--- config.mk ---
export PLATFORM = sky130hd
export DESIGN_NAME = priv_seq
export DESIGN_NICKNAME = d
export VERILOG_FILES = /design/src/rtl/priv_seq_pkg.sv /design/src/rtl/priv_seq_guard.sv /design/src/rtl/priv_seq_arb.sv /design/src/rtl/priv_seq_state.sv /design/src/rtl/priv_seq.sv
export SDC_FILE = /design/constraint.sdc
export NUM_CORES = 1
export LEC_CHECK = 0
export BUFFER_PORTS_ARGS = -buffer_cell sky130_fd_sc_hd__buf_2
export CAP_MARGIN = 40
export CELL_PAD_IN_SITES_DETAIL_PLACEMENT = 1
export CELL_PAD_IN_SITES_GLOBAL_PLACEMENT = 1
export CORE_MARGIN = 8
export CORE_UTILIZATION = 30
export DETAILED_ROUTE_END_ITERATION = 10
export HOLD_SLACK_MARGIN = 0.05
export PLACE_DENSITY = 0.85
export SKIP_CTS_REPAIR_TIMING = 1
export SLEW_MARGIN = 20
export SYNTH_ARGS = -nofsm -noshare
export SYNTH_HDL_FRONTEND = slang
export SYNTH_SLANG_ARGS = --single-unit
--- constraint.sdc ---
create_clock -name clk -period 2.02 [get_ports clk]
set_clock_uncertainty 0.1 [all_clocks]
set_input_delay 0.101 -clock clk [delete_from_list [all_inputs] [get_ports clk]]
set_output_delay 0.101 -clock clk [all_outputs]
set_load 0.01 [all_outputs]
--- src/rtl/priv_seq_pkg.sv ---
package priv_seq_pkg;
  typedef enum logic [2:0] {
    CS_NONE  = 3'd0,
    CS_IRQ   = 3'd1,
    CS_FETCH = 3'd2,
    CS_TRAP  = 3'd3,
    CS_MODE  = 3'd4,
    CS_OPND  = 3'd5,
    CS_RTE   = 3'd6
  } cause_e;

  function automatic logic is_vectored(cause_e c);
    return (c != CS_NONE) && (c != CS_RTE);
  endfunction
endpackage

--- src/rtl/priv_seq_guard.sv ---
module priv_seq_guard #(
  parameter int AW    = 8,
  parameter int NOPND = 3,
  parameter int LIMIT = 100
) (
  input  logic              user_i,
  input  logic [AW-1:0]     pc_i,
  input  logic [NOPND-1:0]  opnd_vld_i,
  input  logic [NOPND*AW-1:0] opnd_addr_i,
  output logic              fetch_bad_o,
  output logic              opnd_bad_o
);
  localparam logic [AW-1:0] LIM = AW'(LIMIT);

  logic [NOPND-1:0] low_hit;

  for (genvar g = 0; g < NOPND; g++) begin : g_port
    assign low_hit[g] = opnd_vld_i[g] && (opnd_addr_i[g*AW +: AW] < LIM);
  end

  assign fetch_bad_o = user_i && (pc_i < LIM);
  assign opnd_bad_o  = user_i && (|low_hit);
endmodule

--- src/rtl/priv_seq_arb.sv ---
module priv_seq_arb
  import priv_seq_pkg::*;
#(
  parameter int AW       = 8,
  parameter int VEC_MEM  = 60,
  parameter int VEC_MODE = 64,
  parameter int VEC_TRAP = 68,
  parameter int VEC_IRQ  = 72
) (
  input  logic          irq_i,
  input  logic          fetch_bad_i,
  input  logic          trap_i,
  input  logic          mode_bad_i,
  input  logic          opnd_bad_i,
  input  logic          rte_i,
  output cause_e        cause_o,
  output logic [AW-1:0] vec_o
);
  localparam logic [AW-1:0] V_MEM  = AW'(VEC_MEM);
  localparam logic [AW-1:0] V_MODE = AW'(VEC_MODE);
  localparam logic [AW-1:0] V_TRAP = AW'(VEC_TRAP);
  localparam logic [AW-1:0] V_IRQ  = AW'(VEC_IRQ);

  always_comb begin
    if (irq_i)            cause_o = CS_IRQ;
    else if (fetch_bad_i) cause_o = CS_FETCH;
    else if (trap_i)      cause_o = CS_TRAP;
    else if (mode_bad_i)  cause_o = CS_MODE;
    else if (opnd_bad_i)  cause_o = CS_OPND;
    else if (rte_i)       cause_o = CS_RTE;
    else                  cause_o = CS_NONE;
  end

  always_comb begin
    unique case (cause_o)
      CS_IRQ:  vec_o = V_IRQ;
      CS_TRAP: vec_o = V_TRAP;
      CS_MODE: vec_o = V_MODE;
      default: vec_o = V_MEM;
    endcase
  end
endmodule

--- src/rtl/priv_seq_state.sv ---
module priv_seq_state
  import priv_seq_pkg::*;
#(
  parameter int AW        = 8,
  parameter int INSTR_LEN = 4,
  parameter int RESET_PC  = 0
) (
  input  logic          clk,
  input  logic          rst,
  input  logic          step_i,
  input  cause_e        cause_i,
  input  logic [AW-1:0] vec_i,
  input  logic          mode_wr_i,
  input  logic          mode_wdata_i,
  output logic [AW-1:0] pc_o,
  output logic [AW-1:0] epc_o,
  output logic          mode_o,
  output logic          redirect_o,
  output logic          retire_o,
  output cause_e        cause_o
);
  localparam logic [AW-1:0] ADV  = AW'(INSTR_LEN);
  localparam logic [AW-1:0] PC0  = AW'(RESET_PC);

  always_ff @(posedge clk) begin
    if (rst) begin
      pc_o       <= PC0;
      epc_o      <= '0;
      mode_o     <= 1'b0;
      redirect_o <= 1'b0;
      retire_o   <= 1'b0;
      cause_o    <= CS_NONE;
    end else begin
      redirect_o <= 1'b0;
      retire_o   <= 1'b0;
      if (step_i) begin
        cause_o <= cause_i;
        if (cause_i == CS_NONE) begin
          pc_o     <= pc_o + ADV;
          retire_o <= 1'b1;
          if (mode_wr_i) mode_o <= mode_wdata_i;
        end else if (cause_i == CS_RTE) begin
          pc_o       <= epc_o;
          epc_o      <= pc_o;
          mode_o     <= 1'b1;
          redirect_o <= 1'b1;
        end else begin
          epc_o      <= pc_o;
          pc_o       <= vec_i;
          mode_o     <= 1'b0;
          redirect_o <= 1'b1;
        end
      end
    end
  end
endmodule

--- src/rtl/priv_seq.sv ---
module priv_seq
  import priv_seq_pkg::*;
#(
  parameter int AW        = 8,
  parameter int NOPND     = 3,
  parameter int LIMIT     = 100,
  parameter int INSTR_LEN = 4,
  parameter int RESET_PC  = 0,
  parameter int VEC_MEM   = 60,
  parameter int VEC_MODE  = 64,
  parameter int VEC_TRAP  = 68,
  parameter int VEC_IRQ   = 72
) (
  input  logic                clk,
  input  logic                rst,
  input  logic                step_i,
  input  logic                irq_i,
  input  logic                trap_i,
  input  logic                rte_i,
  input  logic                dst_mode_i,
  input  logic                mode_wdata_i,
  input  logic [NOPND-1:0]    opnd_vld_i,
  input  logic [NOPND*AW-1:0] opnd_addr_i,
  output logic [AW-1:0]       pc_o,
  output logic [AW-1:0]       epc_o,
  output logic                mode_o,
  output logic                redirect_o,
  output logic                retire_o,
  output logic [2:0]          cause_o
);
  logic          fetch_bad, opnd_bad, mode_bad;
  cause_e        cause_now, cause_q;
  logic [AW-1:0] vec;

  priv_seq_guard #(.AW(AW), .NOPND(NOPND), .LIMIT(LIMIT)) guard_i (
    .user_i      (mode_o),
    .pc_i        (pc_o),
    .opnd_vld_i  (opnd_vld_i),
    .opnd_addr_i (opnd_addr_i),
    .fetch_bad_o (fetch_bad),
    .opnd_bad_o  (opnd_bad)
  );

  assign mode_bad = mode_o && dst_mode_i;

  priv_seq_arb #(
    .AW(AW), .VEC_MEM(VEC_MEM), .VEC_MODE(VEC_MODE),
    .VEC_TRAP(VEC_TRAP), .VEC_IRQ(VEC_IRQ)
  ) arb_i (
    .irq_i       (irq_i),
    .fetch_bad_i (fetch_bad),
    .trap_i      (trap_i),
    .mode_bad_i  (mode_bad),
    .opnd_bad_i  (opnd_bad),
    .rte_i       (rte_i),
    .cause_o     (cause_now),
    .vec_o       (vec)
  );

  priv_seq_state #(.AW(AW), .INSTR_LEN(INSTR_LEN), .RESET_PC(RESET_PC)) state_i (
    .clk          (clk),
    .rst          (rst),
    .step_i       (step_i),
    .cause_i      (cause_now),
    .vec_i        (vec),
    .mode_wr_i    (dst_mode_i && !mode_o),
    .mode_wdata_i (mode_wdata_i),
    .pc_o         (pc_o),
    .epc_o        (epc_o),
    .mode_o       (mode_o),
    .redirect_o   (redirect_o),
    .retire_o     (retire_o),
    .cause_o      (cause_q)
  );

  assign cause_o = cause_q;
endmodule

Word-level counts from Yosys, hierarchy flattened
Index checks and enable logic that the tools add are counted.
Cells by class
  equality and inequality tests: 5
  bitwise gates (word level): 2
  mux-type cells: 14
  reduce and logical (&&, ||, !) cells: 13
  add/subtract/negate cells: 1
  magnitude comparators: 4
Operators with widths (number)
  $lt 8x7->1 const B: 4
  $pmux 7 s3: 1
  $mux 3: 6
  $mux 8: 2
  $add 8x3->8 const B: 1
  $logic_and 1x1->1: 7
  $eq 3x3->1 const B: 2
  $mux 1: 5
  $reduce_and 2->1: 2
  $eq 3x1->1 const B: 1
  $eq 3x2->1 const B: 1
  $logic_not 3->1: 1
  $reduce_or 3->1: 1
  $ne 2x1->1 const B: 1
  $not 1->1: 2
  $reduce_or 2->1: 1
  $logic_not 1->1: 1
Storage, ports and cells
  register bits: 22
  input bits: 35

Logic depth before layout (Yosys ltp)
  word-level depth: 13
  depth in mapped cells: 10
  mapped depth without buffers: 9

Modules after synthesis
From an unflattened synthesis, not the netlist that was laid out.
Second synthesis, totals
  cell total of the unflattened synthesis: 161
  area total of the unflattened synthesis: 1265.0 µm²
Modules (own cells, without submodules)
  priv_seq_state: area each 1053.5 µm², cells each 132, seq. area each 440.4 µm², instances 1
  priv_seq_arb: area each 115.1 µm², cells each 18, seq. area each 0.0 µm², instances 1
  priv_seq_guard: area each 80.1 µm², cells each 9, seq. area each 0.0 µm², instances 1
  priv_seq: area each 16.3 µm², cells each 2, seq. area each 0.0 µm², instances 1

Least setup slack after synthesis
Ideal clock, no wire load.
  path type: reg-to-reg
  start point: register state_i.pc_o[2]
  end point: register state_i.pc_o[7]
  library setup time: 0.128 ns
  cell stages (with the launch flop): 10
  arrival: 1.888 ns
  slack: -0.096 ns
  period minus slack after synthesis: 2.116 ns
  data required time: 1.792 ns
  cells stage by stage: dfxtp_1 -> inv_1 -> ha_1 -> nand2b_4 -> a311oi_4 -> or3_4 -> o21bai_4 -> a32o_1 -> a22oi_1 -> nor2_1
Between the ends
  cells in the longest elaborated chain, start to end: 7
  elaborated cells between the ends (all ways): 9
  those cells by class: add/sub: 1; order compare: 1; eq/ne: 1; mux: 4; reduce/logical: 2
RTL lines
  start, declared: RTL line priv_seq_state.sv:15  | output logic [AW-1:0] pc_o,
  start signal, assigned: RTL line priv_seq_state.sv:39  | pc_o <= pc_o + ADV;
  start signal, assigned: RTL line priv_seq_state.sv:43  | pc_o <= epc_o;
  start signal, assigned: RTL line priv_seq_state.sv:49  | pc_o <= vec_i;
  $lt 8x7->1: RTL line priv_seq_guard.sv:21  | assign fetch_bad_o = user_i && (pc_i < LIM);
  $logic_and 1x1->1: RTL line priv_seq_guard.sv:21
  $mux 3: RTL line priv_seq_arb.sv:26  | else if (fetch_bad_i) cause_o = CS_FETCH;
  $mux 3: RTL line priv_seq_arb.sv:25  | if (irq_i) cause_o = CS_IRQ;
  $eq 3x3->1: RTL line priv_seq_state.sv:42  | end else if (cause_i == CS_RTE) begin
  $mux 8: RTL line priv_seq_state.sv:42
  $mux 8 *: RTL line priv_seq_state.sv:38  | if (cause_i == CS_NONE) begin
Every way passes the cells marked *; elsewhere a longest branch is shown, timed or not.
A chain may end at the register's enable or synchronous reset.

Worst setup path after layout
  start point: register state_i.pc_o[2]
  end point: register state_i.pc_o[4]
Between the ends
  cells in the longest elaborated chain, start to end: 8
  elaborated cells between the ends (all ways): 13
  those cells by class: add/sub: 1; order compare: 1; eq/ne: 4; mux: 5; reduce/logical: 2
RTL lines
  $lt 8x7->1: RTL line priv_seq_guard.sv:21
  $logic_and 1x1->1: RTL line priv_seq_guard.sv:21
  $mux 3: RTL line priv_seq_arb.sv:26
  $mux 3: RTL line priv_seq_arb.sv:25
  $eq 3x3->1, or another cell as far along: RTL line priv_seq_arb.sv:35  | unique case (cause_o)
  $pmux 7 s3: RTL line priv_seq_arb.sv:35
  $mux 8: RTL line priv_seq_state.sv:42
  $mux 8 *: RTL line priv_seq_state.sv:38
Marks and branches as above.

==> results.ini <==
[yosys]
syn_area_per_cell_um2=9.115
synth_nets=174
ys_warn_count=0
synthMuxAreaShare=0.04810
synth.most_common_cell=dfxtp_1
yosysTopAreaCell=dfxtp_1
synth_commonest_cells=22 x dfxtp_1, 20 x nor2_1, 8 x a21oi_1
synth_top_area_frac=0.3527
async_flop_share=0
synth-edff-count=0
synth.area.top_cells=dfxtp_1 35%, nor2_1 6.0%, mux2i_1 4.8%
ys_types=46
synth-seq-cells=22
synth_compound_area_frac=0.2735
synthAdderAreaFrac=0.02004
yosys.area_share.simple=0.2505
ys_seq_area_frac=0.3527
synth_top_family_by_area=compound AO/OA/AOI/OAI gates
synth_flop_cell=dfxtp_1
synth_xor_xnor_area_share=0.007014
synthCells=137
netlist_area_um2=1249

[critical_path]
critPathMaxFanout=5
endpoint_kind=flip-flop
reg2regPathDepth=10
worstPathArrival_ns=2.18
crit_path_cell_trace=inv_2 -> ha_4 -> nand2b_4 -> a311oi_4 -> buf_4 -> nor4_4 -> nand2b_4 -> buf_12 -> o311a_1 -> nor3_2
path_buf_inv=3
timing.rr.start=state_i.pc_o[2]
critPathKind=reg2reg
crit_top_cell=nand2b_4
crit_family=simple AND/OR/NAND/NOR gates
reg2reg_slack_ns=-0.07
crit_required_ns=2.11
r2r_end=state_i.pc_o[4]
critPathMaxStageDelay_ns=0.35
critPathLaunchType=flip-flop
crit_slowest_cell=dfxtp_2

[detailed_routing]
drc=0
drt_iter0_drc=44
routed-via-count=1317
postRouteWirelength_um=4382
wl_per_cell_um=16.79
postRouteAntennaNets=0
via_per_inst=5.046
first_pass_iters=4

[cts]
clock_sinks=22
clk_path_buf_depth=2
cts_root_buf=clkbuf_8
clk_latency_ns=0.26
cts_tree=done
numCtsBuffers=3
htreeDepth=1
path_clk_slew_ns=0.08

[cells_and_area]
n_antenna_cell=0
final_nets=249
drive_gt1_frac=0.4976
fin_cells=261
syn2layout_area_growth_pct=51.00
final_area_um2=1886

[power]
power.total_mw=1.089
cellPowerDensity_nw_per_um2=577.3
leakage_nw=0.8581
ir_drop_mv=0.3048

[global_routing]
grt_pass1_vias=1333
track_usage=0.1247
antenna_found_initial=0
grt_max_degree=23
grt_pass1_wl_um=6382
grt-ovfl-total=0

[place]
post-place-cells=247
placed_cell_area_um2=1650
gp_congestion=0.7809
place_hpwl_um=3110
portBuffers=50

[floorplanning]
fp-row-count=23
io-pin-count=57
core_um2=4000
die_h_um=80.52
die_area_um2=6483
initial_core_util=0.3122
die_x_um=80.52

[timing]
rsz0062_at_grt=yes
setup_ws_ns=-0.06631
worst_slew_pin_slew_ns=0.4447
final_max_slew_viol_count=0
period_share=1.033
slew_headroom=0.7036
period_needed_ns=2.086
hold_viol=0
fmaxAchievable_mhz=479.3
fin_hold_ws_ns=0.1332
setup_viol=7

[status]
violations=setup timing
status=complete, but fails checks

[run]
max_cap_viol_count=0

[min_path]
min_path_type=in2reg
hp-start=mode_wdata_i
whs_endpoint=state_i.mode_o
min_delay_path_depth=3

==> metrics by stage <==
| step | utilization | setup slack, ns | TNS, ns |
|---|---|---|---|
| detailed placement | 0.4126 | -0.08542 | -0.6183 |
| global placement | 0.4126 | -0.05400 | -0.2475 |
| global route | 0.4714 | -0.1711 | -1.661 |
| floorplan | - | -0.01745 | -0.01745 |
| CTS | 0.4263 | -0.1349 | -1.503 |
| finish | 0.4714 | -0.06631 | -0.2998 |
==> worst max-delay path by stage <==
stage,start,slack [ns],depth (start not counted),endpoint
2_1_floorplan,state_i.pc_o[2],-0.02,9,state_i.pc_o[7]
3_3_place_gp,opnd_addr_i[20],-0.05,10,state_i.pc_o[7]
3_5_place_dp,state_i.pc_o[2],-0.09,11,state_i.mode_o
4_1_cts,state_i.pc_o[2],-0.13,11,state_i.mode_o
5_1_grt,state_i.pc_o[2],-0.17,10,state_i.pc_o[4]
6_report,state_i.pc_o[2],-0.07,10,state_i.pc_o[4]
==> power breakdown <==
part	total (mW)	switching, mW	internal (mW)
sequential	0.467	0.0137	0.453
clock	0.318	0.144	0.174
combinational	0.304	0.157	0.147
==> final cells by class <==
| type | count | area, um^2 |
|---|---|---|
| sequential | 22 | 442.9 |
| clock buffer | 4 | 55.05 |
| multi-input combinational | 103 | 833.3 |
| timing repair buffer | 75 | 465.4 |
| tap | 50 | 62.56 |
| inverter | 7 | 26.28 |
| fill | 482 | 2115 |
==> cell usage in the layout, fill, tap and decap left out, types with 3 or more instances in the layout <==
cell type / instances
nand4_1: 3
and3_1: 3
a21oi_1: 8
inv_1: 5
o21ai_0: 3
buf_6: 4
nand2_1: 6
nor2_1: 19
nor2b_1: 3
clkbuf_8: 4
buf_2: 50
o311ai_1: 5
mux2i_1: 6
dfxtp_1: 20
nand3_1: 3
buf_4: 20
==> state kept, by name (all words and copies together), names as in the netlist <==
name	flops
state_i.retire_o	1
state_i.redirect_o	1
state_i.cause_o	3
state_i.pc_o	8
state_i.epc_o	8
state_i.mode_o	1
==> worst min-delay path, cell delays in order <==
cell and delay (ns):
buf_2 0.11, o221ai_2 0.17, a211oi_2 0.07
==> logic make-up (layout without fill, tap and decap cells) <==
group / after synthesis / count (layout)
simple gates: 54 / 54
compound gates: 39 / 40
flops: 22 / 22
buf+inv: 13 / 86
mux: 6 / 6
fa+ha+maj: 2 / 2
xor+xnor: 1 / 1
==> per-layer routing <==
layer,vias to the layer above,track usage,part of all wire
li1,655,-,-
met1,629,0.1375,0.41
met2,27,0.2285,0.52
met3,6,0.03795,0.052
met4,0,0.02182,0.010
met5,-,0,0
(Power assumes the default switching activity.)
